[src/rtl/cpd_pkg.sv]
package cpd_pkg;

  typedef enum logic [2:0] {
    ST_ACTIVE  = 3'd0,
    ST_FLUSH   = 3'd1,
    ST_RET     = 3'd2,
    ST_OFF     = 3'd3,
    ST_POWERUP = 3'd4
  } dom_state_e;

  typedef enum logic [1:0] {
    MD_ACTIVE = 2'b00,
    MD_RET    = 2'b01,
    MD_OFF    = 2'b10,
    MD_RSVD   = 2'b11
  } idle_mode_e;

endpackage

[src/rtl/cpd_idle_detect.sv]
module cpd_idle_detect #(
  parameter int NUM_CORES = 4,
  parameter int IDLE_HOLD = 2
) (
  input  logic                 clk,
  input  logic                 rst_n,
  input  logic [NUM_CORES-1:0] core_wfi,
  input  logic [NUM_CORES-1:0] core_wake,
  output logic                 idle_stable,
  output logic                 any_wake
);

  localparam int HW = $clog2(IDLE_HOLD + 1);
  localparam logic [HW-1:0] HOLD_LAST = HW'(IDLE_HOLD - 1);

  logic          all_idle;
  logic [HW-1:0] hold_q;
  logic [HW-1:0] hold_d;
  logic          hold_en;

  // domain may drop only when every core is idle; any core may raise it
  assign all_idle = &core_wfi;
  assign any_wake = |core_wake;

  always_comb begin
    hold_en = 1'b0;
    hold_d  = hold_q;
    if (!all_idle) begin
      hold_en = (hold_q != '0);
      hold_d  = '0;
    end else if (hold_q != HOLD_LAST) begin
      hold_en = 1'b1;
      hold_d  = hold_q + 1'b1;
    end
  end

  always_ff @(posedge clk or negedge rst_n) begin
    if (!rst_n) begin
      hold_q <= '0;
    end else if (hold_en) begin
      hold_q <= hold_d;
    end
  end

  assign idle_stable = all_idle && (hold_q == HOLD_LAST);

  AST_HOLD_BOUND: assert property (@(posedge clk) disable iff (!rst_n)
    hold_q <= HOLD_LAST);

endmodule

[src/rtl/cpd_mode_reg.sv]
module cpd_mode_reg
  import cpd_pkg::*;
(
  input  logic       clk,
  input  logic       rst_n,
  input  logic       wr,
  input  logic [1:0] wdata,
  input  logic       revert,
  output idle_mode_e mode_q
);

  idle_mode_e mode_d;
  logic       mode_en;

  // a wakeup outside the active state wins over a software write
  always_comb begin
    mode_en = 1'b0;
    mode_d  = mode_q;
    if (revert) begin
      mode_en = 1'b1;
      mode_d  = MD_ACTIVE;
    end else if (wr) begin
      mode_en = 1'b1;
      mode_d  = idle_mode_e'(wdata);
    end
  end

  always_ff @(posedge clk or negedge rst_n) begin
    if (!rst_n) begin
      mode_q <= MD_ACTIVE;
    end else if (mode_en) begin
      mode_q <= mode_d;
    end
  end

  AST_MODE_REVERT: assert property (@(posedge clk) disable iff (!rst_n)
    revert |=> (mode_q == MD_ACTIVE));

endmodule

[src/rtl/cpd_settle_timer.sv]
module cpd_settle_timer #(
  parameter int SETTLE_CYCLES = 8
) (
  input  logic clk,
  input  logic rst_n,
  input  logic run,
  output logic done
);

  localparam int CW = $clog2(SETTLE_CYCLES + 1);
  localparam logic [CW-1:0] CNT_LAST = CW'(SETTLE_CYCLES - 1);

  logic [CW-1:0] cnt_q;
  logic [CW-1:0] cnt_d;
  logic          cnt_en;

  always_comb begin
    cnt_en = 1'b0;
    cnt_d  = cnt_q;
    if (!run) begin
      cnt_en = (cnt_q != '0);
      cnt_d  = '0;
    end else if (cnt_q != CNT_LAST) begin
      cnt_en = 1'b1;
      cnt_d  = cnt_q + 1'b1;
    end
  end

  always_ff @(posedge clk or negedge rst_n) begin
    if (!rst_n) begin
      cnt_q <= '0;
    end else if (cnt_en) begin
      cnt_q <= cnt_d;
    end
  end

  assign done = run && (cnt_q == CNT_LAST);

  AST_SETTLE_BOUND: assert property (@(posedge clk) disable iff (!rst_n)
    cnt_q <= CNT_LAST);

endmodule

[src/rtl/cpd_seq.sv]
module cpd_seq
  import cpd_pkg::*;
#(
  parameter int NUM_CORES     = 4,
  parameter int SETTLE_CYCLES = 8,
  parameter int IDLE_HOLD     = 2
) (
  input  logic                 clk,
  input  logic                 rst_n,
  input  logic [NUM_CORES-1:0] core_wake,
  input  logic [NUM_CORES-1:0] core_wfi,
  input  logic                 mode_wr,
  input  logic [1:0]           mode_wdata,
  output logic [1:0]           mode_rd,
  input  logic                 flush_ack,
  output logic                 flush_req,
  output logic                 dom_pwr_en,
  output logic                 dom_ret_en,
  output logic [NUM_CORES-1:0] core_release
);

  dom_state_e state_q;
  dom_state_e state_d;
  idle_mode_e mode_q;
  logic       idle_stable;
  logic       any_wake;
  logic       settle_done;
  logic       mode_revert;
  logic       abort_q;
  logic       abort_d;
  logic       abort_en;
  logic       run_cores;

  cpd_idle_detect #(
    .NUM_CORES (NUM_CORES),
    .IDLE_HOLD (IDLE_HOLD)
  ) u_idle (
    .clk         (clk),
    .rst_n       (rst_n),
    .core_wfi    (core_wfi),
    .core_wake   (core_wake),
    .idle_stable (idle_stable),
    .any_wake    (any_wake)
  );

  assign mode_revert = any_wake && (state_q != ST_ACTIVE);

  cpd_mode_reg u_mode (
    .clk    (clk),
    .rst_n  (rst_n),
    .wr     (mode_wr),
    .wdata  (mode_wdata),
    .revert (mode_revert),
    .mode_q (mode_q)
  );

  cpd_settle_timer #(
    .SETTLE_CYCLES (SETTLE_CYCLES)
  ) u_settle (
    .clk   (clk),
    .rst_n (rst_n),
    .run   (state_q == ST_POWERUP),
    .done  (settle_done)
  );

  // next-state logic
  always_comb begin
    state_d = state_q;
    unique case (state_q)
      ST_ACTIVE: begin
        if (idle_stable && !any_wake) begin
          if (mode_q == MD_RET)      state_d = ST_RET;
          else if (mode_q == MD_OFF) state_d = ST_FLUSH;
        end
      end
      ST_FLUSH: begin
        if (flush_ack) begin
          state_d = (abort_q || any_wake) ? ST_ACTIVE : ST_OFF;
        end
      end
      ST_RET, ST_OFF: begin
        if (any_wake) state_d = ST_POWERUP;
      end
      ST_POWERUP: begin
        if (settle_done) state_d = ST_ACTIVE;
      end
      default: state_d = ST_ACTIVE;
    endcase
  end

  // wake seen during the flush turns the power-off into an abort
  always_comb begin
    abort_en = 1'b0;
    abort_d  = abort_q;
    if (state_q == ST_FLUSH) begin
      abort_en = any_wake && !abort_q;
      abort_d  = 1'b1;
    end else if (abort_q) begin
      abort_en = 1'b1;
      abort_d  = 1'b0;
    end
  end

  always_ff @(posedge clk or negedge rst_n) begin
    if (!rst_n) begin
      state_q <= ST_ACTIVE;
    end else begin
      state_q <= state_d;
    end
  end

  always_ff @(posedge clk or negedge rst_n) begin
    if (!rst_n) begin
      abort_q <= 1'b0;
    end else if (abort_en) begin
      abort_q <= abort_d;
    end
  end

  // outputs decoded from the state register
  assign dom_pwr_en = (state_q != ST_OFF);
  assign dom_ret_en = (state_q == ST_RET);
  assign flush_req  = (state_q == ST_FLUSH);
  assign mode_rd    = mode_q;
  assign run_cores  = (state_q == ST_ACTIVE);

  for (genvar gi = 0; gi < NUM_CORES; gi++) begin : g_rel
    assign core_release[gi] = run_cores;
  end

  AST_ACTIVE_HOLD: assert property (@(posedge clk) disable iff (!rst_n)
    (state_q == ST_ACTIVE && mode_q != MD_RET && mode_q != MD_OFF)
      |=> (state_q == ST_ACTIVE));

  AST_IDLE_AND: assert property (@(posedge clk) disable iff (!rst_n)
    (state_q == ST_ACTIVE && !(&core_wfi)) |=> (state_q == ST_ACTIVE));

  AST_FLUSH_KEEPS_RAIL: assert property (@(posedge clk) disable iff (!rst_n)
    (state_q == ST_FLUSH && !flush_ack) |=> dom_pwr_en);

  AST_WAKE_POWERUP: assert property (@(posedge clk) disable iff (!rst_n)
    ((state_q == ST_RET || state_q == ST_OFF) && (|core_wake))
      |=> (state_q == ST_POWERUP));

  AST_FLUSH_ABORT: assert property (@(posedge clk) disable iff (!rst_n)
    (state_q == ST_FLUSH && abort_q && flush_ack) |=> (state_q == ST_ACTIVE));

  AST_REL_NEEDS_RAIL: assert property (@(posedge clk) disable iff (!rst_n)
    (|core_release) |-> (dom_pwr_en && !dom_ret_en));

endmodule

[config.mk]
export PLATFORM = sky130hd
export DESIGN_NAME = cpd_seq
export DESIGN_NICKNAME = d
export VERILOG_FILES = /design/src/rtl/cpd_pkg.sv /design/src/rtl/cpd_idle_detect.sv /design/src/rtl/cpd_mode_reg.sv /design/src/rtl/cpd_settle_timer.sv /design/src/rtl/cpd_seq.sv
export SDC_FILE = /design/constraint.sdc
export NUM_CORES = 1
export LEC_CHECK = 0
export BUFFER_PORTS_ARGS = -buffer_cell sky130_fd_sc_hd__clkbuf_2
export CORE_ASPECT_RATIO = 1.75
export CORE_UTILIZATION = 25
export CTS_BUF_LIST = sky130_fd_sc_hd__clkbuf_4
export CTS_CLUSTER_SIZE = 40
export DETAILED_ROUTE_END_ITERATION = 8
export GPL_ROUTABILITY_DRIVEN = 0
export GPL_TIMING_DRIVEN = 0
export REMOVE_ABC_BUFFERS = 1
export SETUP_SLACK_MARGIN = 0.1
export SLEW_MARGIN = 20
export SYNTH_ARGS = -nofsm -noshare
export SYNTH_HDL_FRONTEND = slang
export SYNTH_SLANG_ARGS = --single-unit
[constraint.sdc]
create_clock -name clk -period 3.3 [get_ports clk]
set_clock_uncertainty 0.05 [all_clocks]
set_input_delay 0.99 -clock clk [delete_from_list [all_inputs] [get_ports clk]]
set_output_delay 0.99 -clock clk [all_outputs]
set_load 0.005 [all_outputs]
==> flow_metrics.py <==
metrics = {
    "sta": {
        "fmax_mhz": 386.4,
        "finalCritPeriodShare_pct": 78.42,
        "fin_crit_ns": 2.588,
        "hold_viol": 0,
        "fin_setup_tns_ns": 0,
        "rsz0062_at_grt": "no",
        "setup_slack_ns": 0.7120,
        "drv_slew": 0,
        "whs_ns": 0.4524,
        "slew_headroom_pct": 53.02,
        "finalSetupViolCount": 0,
        "max_slew.worst_pin.slew_ns": 0.6983,
    },
    "final_layout": {
        "fillerInstances": 298,
        "nets": 120,
        "drive_gt1_share_pct": 28.71,
        "fin_util_pct": 31.73,
        "antenna_cells": 0,
        "final_cell_mix": "clkbuf_2 (22), dfrtp_1 (12), nor2_1 (10)",
        "syn2layout_area_growth_pct": 19.11,
        "layout_commonest_cell": "clkbuf_2",
    },
    "cts": {
        "cts_setup_buffers": 0,
        "root_buffer": "clkbuf_4",
        "clock-sinks": 12,
        "clk_pin_slew_ns": 0.07,
        "holdBufCountCts": 0,
        "cts_made_buffers": 3,
        "clk_latency_ns": 0.26,
        "clockBufferDepth": 2,
        "cts_tree": "done",
        "cts.repair.resized": 0,
        "h-tree-depth": 1,
    },
    "setup_path": {
        "critPathRequiredTime_ns": 2.26,
        "start_kind": "register",
        "crit_fanout": 7,
        "critPathArrivalTime_ns": 1.55,
        "ff2ff_setup_slack_ns": 1.38,
        "cp-end-kind": "output pin",
        "critPathKind": "register to output pin",
    },
    "route": {
        "wl_per_cell_um": 11.50,
        "drtAntennaViolNets": 0,
        "drc": 0,
        "drt-vias-per-instance": 5.117,
        "dr.pass1.iters": 4,
        "vias": 655,
        "wl_um": 1472,
        "drtIter0Drc": 12,
    },
    "grt": {
        "grt_pass1_vias": 650,
        "antenna_found_initial": 0,
        "grt_max_degree": 13,
        "gr-total-overflow": 0,
        "grt_usage_pct": 10.71,
        "grt_pass1_wl_um": 2546,
    },
    "logic_synthesis": {
        "yosysUniqueCellTypes": 30,
        "synth-seq-cells": 12,
        "synth_top_area_share_pct": 40.96,
        "yosysTopAreaCell": "dfrtp_1",
        "syn_area_per_cell_um2": 9.281,
        "ys.warnings.count": 0,
        "synth-seq-area-share_pct": 40.96,
        "ys_top_cells_by_area": "dfrtp_1 (41%), ha_1 (6.8%), nor2_1 (5.1%)",
        "synth_area_um2": 733.2,
        "syn_inst": 79,
    },
    "place": {
        "dp_hpwl_um": 1235,
        "port_buffers": 22,
        "pre_cts_ws_ns": 0.5978,
    },
    "floorplanning": {
        "die_area_mm2": 0.003162,
        "start_util_pct": 26.64,
        "core-area_mm2": 0.002753,
        "num_rows": 25,
        "die-height_um": 73.64,
        "die_w_um": 42.94,
        "ios": 23,
    },
    "pwr": {
        "ir_drop_uv": 190.0,
        "total_power_mw": 0.6611,
        "power.density_mw_per_mm2": 757.0,
        "p_leak_nw": 0.4291,
    },
    "job": {
        "cap_violations": 0,
    },
    "worst_hold_path": {
        "hold_class": "register to register",
    },
    "outcome": {
        "status": "complete, no violations",
    },
}
[worst paths after layout]
path                            cells after the start                            end                         start
worst min-delay path                                1   u_idle.hold_q[1]$_DFFE_PN0P_  u_idle.hold_q[1]$_DFFE_PN0P_
worst min register to register                      1   u_idle.hold_q[1]$_DFFE_PN0P_  u_idle.hold_q[1]$_DFFE_PN0P_
min in group asynchronous                           1   u_idle.hold_q[0]$_DFFE_PN0P_                         rst_n
worst max-delay path                                2                core_release[2]        state_q[1]$_DFFE_PN0P_
max in group asynchronous                           1  u_settle.cnt_q[0]$_DFFE_PN0P_                         rst_n
worst max register to register                      4         state_q[0]$_DFFE_PN0P_        state_q[1]$_DFFE_PN0P_
[metal layers]
metal / GRT usage, % / vias to the layer above / routed length, um
met5: 0 / - / 0
met4: 6.061 / 0 / 15
met3: 1.474 / 2 / 69
met2: 21.89 / 18 / 862
met1: 9.327 / 317 / 524
li1: - / 318 / -
[flip-flops by register name, indices dropped and copies added (netlist names)]
signal	flops
abort_q	1
u_settle.cnt_q	4
state_q	3
u_mode.mode_q	2
u_idle.hold_q	2
[cell families (layout without fill, tap and decap cells)]
family	Yosys count	in the layout	synth area share, %
flops	12	12	40.96
simple gates	30	30	20.65
mux	5	5	7.338
buf+inv	12	34	8.191
xor+xnor	2	2	2.390
fa+ha+maj	4	4	6.826
compound gates	14	14	13.65
[layout make-up]
class | instances | area [um2] | share of cell area, %
clock buffers | 3 | 22.52 | 2.579
clock inverters | 1 | 3.754 | 0.4298
inverters | 8 | 30.03 | 3.438
well taps | 27 | 33.78 | 3.868
repair buffers | 22 | 110.1 | 12.61
multi-input cells | 55 | 372.9 | 42.69
flip-flops and latches | 12 | 300.3 | 34.38
[critical path, stage by stage (launching register included)]
cell and delay, ns:
dfrtp_1 0.46, nor3_1 0.60, clkbuf_2 0.23
[cell usage after synthesis, drive strengths merged]
library cell,n
a211oi,1
a21oi,1
a22o,2
buf,4
dfrtp,12
ha,4
inv,8
mux2,3
mux2i,2
nand2,6
nand2b,1
nand3,3
nand3b,1
nand4,1
nor2,10
nor2b,2
nor3,2
nor3b,1
nor4,1
o2111ai,1
o211ai,1
o21ai,6
o31ai,1
o41ai,1
or3b,1
or4,1
xnor2,1
xor2,1
[report_power, final]
group          switching, mW  internal (mW)
Combinational          0.161          0.156
Sequential            0.0597          0.194
Clock                 0.0465         0.0437
Total                  0.267          0.394
[metrics by stage]
step,std cells,instance area [um2]
finish,128,873.3
floorplan,75,703.2
detailed placement,124,847.1
global placement,124,847.1
global route,128,873.3
CTS,128,873.3
(Power assumes the default switching activity.)
